### src/rtl/ser_bus_pkg.sv
package ser_bus_pkg;

    localparam int unsigned BYTE_W = 8;

    // status byte bit positions (software-visible layout)
    localparam int unsigned ST_TXE  = 0;
    localparam int unsigned ST_RXF  = 1;
    localparam int unsigned ST_PERR = 2;
    localparam int unsigned ST_FERR = 3;
    localparam int unsigned ST_OVR  = 4;

    // configuration byte layout, most significant field first
    typedef struct packed {
        logic       spare;
        logic       stop_two;
        logic       par_even;
        logic       par_en;
        logic [1:0] len_code;
        logic [1:0] baud;
    } cfg_t;

    // minimum character length encoded by len_code == 0
    localparam int unsigned CHAR_MIN = 5;

endpackage

### src/rtl/ser_bus_decode.sv
module ser_bus_decode (
    input  logic cs,
    input  logic rsel,
    input  logic rd,
    input  logic wr,
    output logic wr_thr,
    output logic wr_cfg,
    output logic rd_rhr,
    output logic rd_sts,
    output logic rd_any
);
    logic rd_only;
    logic wr_only;

    always_comb begin
        rd_only = cs && rd && !wr;
        wr_only = cs && wr && !rd;
        wr_thr  = wr_only && !rsel;
        wr_cfg  = wr_only &&  rsel;
        rd_rhr  = rd_only && !rsel;
        rd_sts  = rd_only &&  rsel;
        rd_any  = rd_only;
    end
endmodule

### src/rtl/ser_bus_txhold.sv
module ser_bus_txhold #(
    parameter int unsigned DW = 8
) (
    input  logic          clk,
    input  logic          rst_n,
    input  logic          load,
    input  logic [DW-1:0] wdata,
    input  logic          take,
    output logic          full,
    output logic [DW-1:0] data
);
    typedef struct packed {
        logic          full;
        logic [DW-1:0] data;
    } thr_t;

    thr_t st_d;
    thr_t st_q;

    always_comb begin
        st_d = st_q;
        if (take && st_q.full) begin
            st_d.full = 1'b0;
        end
        // a load while still full is dropped, even if the engine takes now
        if (load && !st_q.full) begin
            st_d.full = 1'b1;
            st_d.data = wdata;
        end
    end

    always_ff @(posedge clk or negedge rst_n) begin
        if (!rst_n) begin
            st_q <= '0;
        end else begin
            st_q <= st_d;
        end
    end

    assign full = st_q.full;
    assign data = st_q.data;
endmodule

### src/rtl/ser_bus_cfgreg.sv
module ser_bus_cfgreg
    import ser_bus_pkg::*;
#(
    parameter int unsigned DW = 8
) (
    input  logic          clk,
    input  logic          rst_n,
    input  logic          load,
    input  logic [DW-1:0] wdata,
    output logic [DW-1:0] cfg_byte,
    output logic [1:0]    baud_sel,
    output logic [3:0]    char_bits,
    output logic          par_en,
    output logic          par_even,
    output logic          stop_two
);
    localparam logic [3:0] LEN_BASE = 4'(CHAR_MIN);

    logic [DW-1:0] cfg_d;
    logic [DW-1:0] cfg_q;
    cfg_t          view;

    always_comb begin
        cfg_d = cfg_q;
        if (load) begin
            cfg_d = wdata;
        end
    end

    always_ff @(posedge clk or negedge rst_n) begin
        if (!rst_n) begin
            cfg_q <= '0;
        end else begin
            cfg_q <= cfg_d;
        end
    end

    always_comb begin
        view      = cfg_t'(cfg_q[7:0]);
        baud_sel  = view.baud;
        char_bits = LEN_BASE + {2'b00, view.len_code};
        par_en    = view.par_en;
        par_even  = view.par_even;
        stop_two  = view.stop_two;
    end

    assign cfg_byte = cfg_q;
endmodule

### src/rtl/ser_bus_rxstat.sv
module ser_bus_rxstat #(
    parameter int unsigned DW = 8
) (
    input  logic          clk,
    input  logic          rst_n,
    input  logic          rd_rhr,
    input  logic          rd_sts,
    input  logic          rx_valid,
    input  logic [DW-1:0] rx_data,
    input  logic          rx_perr,
    input  logic          rx_ferr,
    output logic          rx_full,
    output logic [DW-1:0] rhr,
    output logic          perr,
    output logic          ferr,
    output logic          ovr
);
    typedef struct packed {
        logic          full;
        logic [DW-1:0] data;
        logic          perr;
        logic          ferr;
        logic          ovr;
    } rxs_t;

    rxs_t st_d;
    rxs_t st_q;

    always_comb begin
        st_d = st_q;
        if (rd_rhr) begin
            st_d.full = 1'b0;
        end
        if (rd_sts) begin
            st_d.perr = 1'b0;
            st_d.ferr = 1'b0;
            st_d.ovr  = 1'b0;
        end
        // arrivals are applied last so a new event wins over a clear
        if (rx_valid) begin
            if (st_q.full && !rd_rhr) begin
                st_d.ovr = 1'b1;
            end else begin
                st_d.full = 1'b1;
                st_d.data = rx_data;
                if (rx_perr) begin
                    st_d.perr = 1'b1;
                end
                if (rx_ferr) begin
                    st_d.ferr = 1'b1;
                end
            end
        end
    end

    always_ff @(posedge clk or negedge rst_n) begin
        if (!rst_n) begin
            st_q <= '0;
        end else begin
            st_q <= st_d;
        end
    end

    assign rx_full = st_q.full;
    assign rhr     = st_q.data;
    assign perr    = st_q.perr;
    assign ferr    = st_q.ferr;
    assign ovr     = st_q.ovr;
endmodule

### src/rtl/ser_bus_front.sv
module ser_bus_front
    import ser_bus_pkg::*;
#(
    parameter int unsigned DW = BYTE_W
) (
    input  logic          clk,
    input  logic          rst_n,
    input  logic          cs,
    input  logic          rsel,
    input  logic          rd,
    input  logic          wr,
    input  logic [DW-1:0] bus_din,
    output logic [DW-1:0] bus_dout,
    output logic          bus_oe,
    output logic [DW-1:0] tx_data,
    output logic          tx_valid,
    input  logic          tx_ready,
    input  logic [DW-1:0] rx_data,
    input  logic          rx_valid,
    input  logic          rx_perr,
    input  logic          rx_ferr,
    output logic [1:0]    baud_sel,
    output logic [3:0]    char_bits,
    output logic          par_en,
    output logic          par_even,
    output logic          stop_two
);
    logic          wr_thr;
    logic          wr_cfg;
    logic          rd_rhr;
    logic          rd_sts;
    logic          rd_any;
    logic          tx_full;
    logic          rx_full;
    logic [DW-1:0] rhr;
    logic          perr;
    logic          ferr;
    logic          ovr;
    logic [DW-1:0] cfg_byte;
    logic [DW-1:0] sts_byte;

    ser_bus_decode u_dec (
        .cs     (cs),
        .rsel   (rsel),
        .rd     (rd),
        .wr     (wr),
        .wr_thr (wr_thr),
        .wr_cfg (wr_cfg),
        .rd_rhr (rd_rhr),
        .rd_sts (rd_sts),
        .rd_any (rd_any)
    );

    ser_bus_txhold #(.DW(DW)) u_thr (
        .clk   (clk),
        .rst_n (rst_n),
        .load  (wr_thr),
        .wdata (bus_din),
        .take  (tx_ready),
        .full  (tx_full),
        .data  (tx_data)
    );

    ser_bus_cfgreg #(.DW(DW)) u_cfg (
        .clk       (clk),
        .rst_n     (rst_n),
        .load      (wr_cfg),
        .wdata     (bus_din),
        .cfg_byte  (cfg_byte),
        .baud_sel  (baud_sel),
        .char_bits (char_bits),
        .par_en    (par_en),
        .par_even  (par_even),
        .stop_two  (stop_two)
    );

    ser_bus_rxstat #(.DW(DW)) u_rx (
        .clk      (clk),
        .rst_n    (rst_n),
        .rd_rhr   (rd_rhr),
        .rd_sts   (rd_sts),
        .rx_valid (rx_valid),
        .rx_data  (rx_data),
        .rx_perr  (rx_perr),
        .rx_ferr  (rx_ferr),
        .rx_full  (rx_full),
        .rhr      (rhr),
        .perr     (perr),
        .ferr     (ferr),
        .ovr      (ovr)
    );

    always_comb begin
        sts_byte          = '0;
        sts_byte[ST_TXE]  = !tx_full;
        sts_byte[ST_RXF]  = rx_full;
        sts_byte[ST_PERR] = perr;
        sts_byte[ST_FERR] = ferr;
        sts_byte[ST_OVR]  = ovr;
    end

    always_comb begin
        bus_oe   = rd_any;
        bus_dout = '0;
        if (rd_any) begin
            bus_dout = rsel ? sts_byte : rhr;
        end
    end

    assign tx_valid = tx_full;
endmodule

### config.mk
export PLATFORM = sky130hd
export DESIGN_NAME = ser_bus_front
export DESIGN_NICKNAME = d
export VERILOG_FILES = /design/src/rtl/ser_bus_pkg.sv /design/src/rtl/ser_bus_decode.sv /design/src/rtl/ser_bus_txhold.sv /design/src/rtl/ser_bus_cfgreg.sv /design/src/rtl/ser_bus_rxstat.sv /design/src/rtl/ser_bus_front.sv
export SDC_FILE = /design/constraint.sdc
export NUM_CORES = 1
export LEC_CHECK = 0
export ABC_AREA = 1
export ABC_CLOCK_PERIOD_IN_PS = 1600
export BUFFER_PORTS_ARGS = -buffer_cell sky130_fd_sc_hd__buf_2
export CAP_MARGIN = 30
export CORE_MARGIN = 2
export CORE_UTILIZATION = 45
export DETAILED_ROUTE_END_ITERATION = 6
export GPL_ROUTABILITY_DRIVEN = 1
export MAX_ROUTING_LAYER = met4
export PLACE_DENSITY = 0.75
export SETUP_SLACK_MARGIN = 0.5
export SYNTH_ARGS = -nofsm -noshare
export SYNTH_HDL_FRONTEND = slang
export SYNTH_SLANG_ARGS = --single-unit
### constraint.sdc
create_clock -name clk -period 1.6 [get_ports clk]
set_input_delay 0.08 -clock clk [delete_from_list [all_inputs] [get_ports clk]]
set_output_delay 0.08 -clock clk [all_outputs]
set_load 0.01 [all_outputs]
# Yosys cells after proc, flatten, opt, wreduce, memory -nomap -nowiden
# Cells that the tools add are included.
[totals]
input_bits = 26
out_inout_bits = 27
regBits = 28
[op_classes]
reduce_logical = 18
bitwise = 1
muxes = 11
n_addsub = 1
[ops]
columns = ["cell", "n"]
rows = [
  ["$mux 8", 2],
  ["$mux 12", 1],
  ["$logic_and 1x1->1", 11],
  ["$mux 11", 1],
  ["$mux 9", 1],
  ["$logic_not 1->1", 5],
  ["$mux 1", 5],
  ["$add 3x2->4 const A", 1],
  ["$mux 3", 1],
  ["$reduce_and 2->1", 1],
  ["$reduce_bool 2->1", 1],
  ["$not 1->1", 1],
]

# Depth between registers and ports, before layout
[logic_depth]
word_depth = 7
depth_mapped = 7

# Hierarchy
# Synthesis repeated with hierarchy kept, for this count alone.
[hier_totals]
cells_unflattened = 175
area_unflattened_um2 = 1466.4
[modules_own_cells]
columns = ["module", "seq_area_each_um2", "cells_each", "n_inst", "area_per_inst_um2"]
rows = [
  ["ser_bus_rxstat", 300.3, 52, 1, 543.0],
  ["ser_bus_cfgreg", 200.2, 43, 1, 375.4],
  ["ser_bus_txhold", 225.2, 37, 1, 356.6],
  ["ser_bus_front", 0.0, 33, 1, 146.4],
  ["ser_bus_decode", 0.0, 10, 1, 45.0],
]

# Worst setup path after synthesis
# Ideal clock, no wire load.
[synth_timing]
path_type = "flip-flop to flip-flop"
start = "register u_thr.st_q (netlist bit u_thr.full)"
end = "register u_thr.st_q (netlist bit u_thr.data[6])"
path_buffers = 1
arrival_time_ns = 0.903
t_required_ns = 1.482
stages_incl_launch_ff = 6
path_slack_ns = 0.578
setup_ns = 0.118
path_cell_list = "dfrtp_1 > inv_1 > nand3_2 > buf_6 > nand2_1 > o21ai_2"
[synth_between]
elab_chain_cells = 2
[synth_lines]
columns = ["element", "line_no", "text"]
rows = [
  ["from (decl)", "ser_bus_txhold.sv:18", "thr_t st_q;"],
  ["from (signal assigned)", "ser_bus_txhold.sv:36", "st_q <= st_d;"],
  ["$logic_not 1->1", "ser_bus_txhold.sv:26", "if (load && !st_q.full) begin"],
  ["$logic_and 1x1->1", "ser_bus_txhold.sv:26", ""],
]
# No other way between the ends.
# A chain may end at the register's enable or synchronous reset.

# Worst setup path in the final report
[layout_timing]
start = "register u_cfg.cfg_q[2], in the netlist u_cfg.cfg_byte[2]"
end = "output char_bits[1]"
[layout_between]
elab_chain_cells = 1
[layout_lines]
columns = ["element", "line_no", "text"]
rows = [
  ["from (decl)", "ser_bus_cfgreg.sv:20", "logic [DW-1:0] cfg_q;"],
  ["from (signal assigned)", "ser_bus_cfgreg.sv:34", "cfg_q <= cfg_d;"],
  ["$add 3x2->4", "ser_bus_cfgreg.sv:41", "char_bits = LEN_BASE + {2'b00, view.len_code};"],
  ["to (decl)", "ser_bus_front.sv:23", "output logic [3:0] char_bits,"],
]
# No other way between the ends.

==> flow_summary_export.csv <==
group,metric,value,unit
outcome,status,"finished clean",
clocking,clk_pin_slew_worst_paths,0.14,ns
power_and_ir_drop,combPwrFrac,30.2,%
detailed_routing,ant_nets,0,
grt,grtUsageMet2,31.8,%
power_and_ir_drop,power_frac_clock,16.7,%
setup_path,r2r-end,"u_rx.rhr[3]",
min_path,min_to,"u_cfg.cfg_byte[1]",
floorplan,die_x,57.8,um
setup_path,ff2ff_path_depth,4,
detailed_routing,vias,1217,
detailed_routing,drt_first_pass_iters,4,
synth,synth_area_leaders,"dfrtp_1, nand2_1, inv_1",
timing,drv_slew,0,
timing,slew_headroom,58.7,%
setup_path,crit_path_max_fanout,2,
setup_path,worstSetupEndpointType,"output pin",
clocking,cts_inserted_buffers,3,
finish,fin_area,1800,sq um
power_and_ir_drop,power.total,1.74,mW
synth,synth_cell_types,18,
place,dpl_cell_area,1550,sq um
power_and_ir_drop,sw_frac_of_total,31.6,%
grt,grt_pass1_vias,1142,
grt,gr-total-overflow,0,
floorplan,design.core.area,2760,sq um
place,dp_cells,226,
setup_path,cpPeakStageDelay,0.41,ns
synth,synth_edf_count,0,
synth,synth-main-ff-cell,"dfrtp_1",
floorplan,start_util,47.2,%
power_and_ir_drop,p_switching,0.550,mW
power_and_ir_drop,intPower,1.19,mW
timing,rsz0062_at_grt,"yes",
min_path,hold_depth,3,
clocking,root_buffer,"clkbuf_4",
synth,synth_most_common_cell,"nand2_1",
setup_path,path_class,"flip-flop to output pin",
synth,synth-seq-area-share,53.8,%
floorplan,rows,19,
floorplan,die_h,57.8,um
place,io_buffer_count,52,
place,dpl.hpwl,2010,um
floorplan,io_pins,53,
setup_path,r2r_start,"u_rx.rx_full",
clocking,clock_path_buffers,2,
synth,synthCells,149,
synth,yosysWarnings,0,
grt,antenna_found_initial,0,
clocking,tritoncts,"built",
grt,grt_pass1_wl,4770,um
clocking,clkSinkCount,28,
floorplan,dieArea,3340,sq um
synth,synth_area_per_cell,8.74,sq um
job,drv_cap,0,
place,place_congestion,0.817,
synth,synth_largest_area_cell,"dfrtp_1",
synth,synth_nets,176,
clocking,cts_max_level,1,
detailed_routing,drt_wl_total,3060,um
setup_path,crit_chain,"ha_2, buf_2",
timing,setup_ws,0.341,ns
power_and_ir_drop,power_density,970,nW/um^2
timing,period_minus_slack,1.26,ns
synth,async_flop_share,100,%
finish,final_util,65.2,%
synth,yosys.area.top_type_share,53.8,%
grt,grt_usage,19.0,%
finish,fin_cells,250,
synth,ys_top_cells_by_count,"nand2_1, dfrtp_1, inv_1, nand3_1, o21ai_2",
detailed_routing,viasPerCell,4.87,
grt,use_met3,2.68,%
finish,syn_to_final_growth,38.0,%
timing,tns,0,ns
finish,fillCellCount,221,
power_and_ir_drop,seqPwrFrac,53.1,%
timing,setup_viol,0,
timing,clock_skew,0.00640,ns
synth,synth.cell_area,1300,sq um
detailed_routing,drt-initial-drc-count,32,
min_path,hold_class,"input pin to flip-flop",
timing,fmax,794,MHz
setup_path,rrSetupSlack,0.56,ns
min_path,hold_start,"bus_din[1]",
grt,grt_max_degree,29,
setup_path,cpMaxStageDelayCell,"dfrtp_1",
grt,grt_busiest_layer,"met2",
detailed_routing,drc,0,
setup_path,critical_path_arrival,1.18,ns
place,post-place-ws,0.461,ns
synth,ys_seq_elements,28,
timing,worst_slew_pin_slew,0.619,ns
timing,finalHoldViolations,0,
finish,diodes,0,
power_and_ir_drop,ir_drop,0.662,mV
power_and_ir_drop,leakagePower,1.05,nW
grt,met1_usage,22.0,%
finish,final_nets,248,
timing,post-route-period-util,78.7,%
timing,whs,0.00798,ns
setup_path,start_kind,"flip-flop",
setup_path,cp.required,1.52,ns
finish,drive_above_1_share,35.6,%
detailed_routing,wl_per_cell,12.2,um
clocking,insertion_delay,0.33,ns
## metal layers
| metal | part of all wire [%] | routed length [um] | vias to the layer above |
|---|---|---|---|
| li1 | - | - | 597 |
| met1 | 41 | 1260 | 578 |
| met5 | 0 | 0 | - |
| met4 | 3.2 | 98 | 0 |
| met3 | 3.8 | 117 | 9 |
| met2 | 52 | 1590 | 33 |
## kinds of logic (layout without fill, tap and decap cells)
group / after synthesis / in the layout / synth area share (%)
buffers and inverters: 32 / 102 / 11.3
AO/OA/AOI/OAI: 22 / 22 / 11.3
flip-flops: 28 / 28 / 53.8
AND/OR/NAND/NOR: 66 / 66 / 22.6
adder cells (fa/ha/maj): 1 / 1 / 0.960
## flip-flops by register name (all words and copies together) (netlist names)
signal	cells
u_rx.rhr	8
u_cfg.cfg_byte	7
u_rx.perr	1
u_thr.data	8
u_rx.ferr	1
u_rx.rx_full	1
u_thr.full	1
u_rx.ovr	1
## how the worst max path moves through the flow
stage / end / depth (start not counted) / start
2_1_floorplan: u_thr.data[6] / 5 / u_thr.full
6_report: char_bits[1] / 2 / u_cfg.cfg_byte[2]
5_1_grt: bus_dout[3] / 5 / u_rx.rhr[3]
3_3_place_gp: u_thr.data[0] / 4 / u_thr.full
4_1_cts: char_bits[1] / 2 / u_cfg.cfg_byte[3]
3_5_place_dp: u_cfg.cfg_byte[0] / 6 / wr
## placed cells by master (no fill, tap or decap)
| cell type | count |
|---|---|
| nor2_2 | 1 |
| ha_2 | 1 |
| nand3_1 | 10 |
| nor2_4 | 1 |
| buf_6 | 3 |
| a21oi_1 | 4 |
| o21ai_2 | 10 |
| o21ai_1 | 6 |
| inv_1 | 26 |
| dlygate4sd3_1 | 15 |
| nand2_2 | 1 |
| o21ai_0 | 2 |
| nand2_1 | 43 |
| buf_2 | 49 |
| nand2_4 | 2 |
| clkbuf_4 | 3 |
| nand3_4 | 1 |
| buf_4 | 6 |
| nor2_1 | 7 |
| dfrtp_1 | 28 |
## worst max-delay path: cells and delay by family, from the launching register on
kind	cells	cell delay (ns)
DFF	1	0.41
adders and majority gates	1	0.32
buffers and inverters	1	0.12
## cell type report
class	count	area, sq um	share of cell area (%)
clock buffers	3	22.5	1.25
flip-flops and latches	28	701	39.0
well taps	31	38.8	2.16
multi-input cells	89	464	25.8
inverters	26	97.6	5.43
repair buffers	73	474	26.4
## power by group through the flow
stage	Combinational (mW)	Clock, mW	Sequential, mW
final	0.526	0.291	0.926
after global routing	0.581	0.321	0.943
after CTS	0.478	0.298	0.925
after detailed placement	0.425	0	0.940
after global placement	0.409	0	0.935
after floorplan	0.241	0	0.955
## repair_timing
item,4_1_cts,5_1_grt
gates resized for setup,2,4
setup buffers,3,3
endpoints found under the hold margin,41,1
hold buffers,14,1
setup endpoints to repair,16,20
pin swaps,6,5
(Power assumes the default switching activity.)
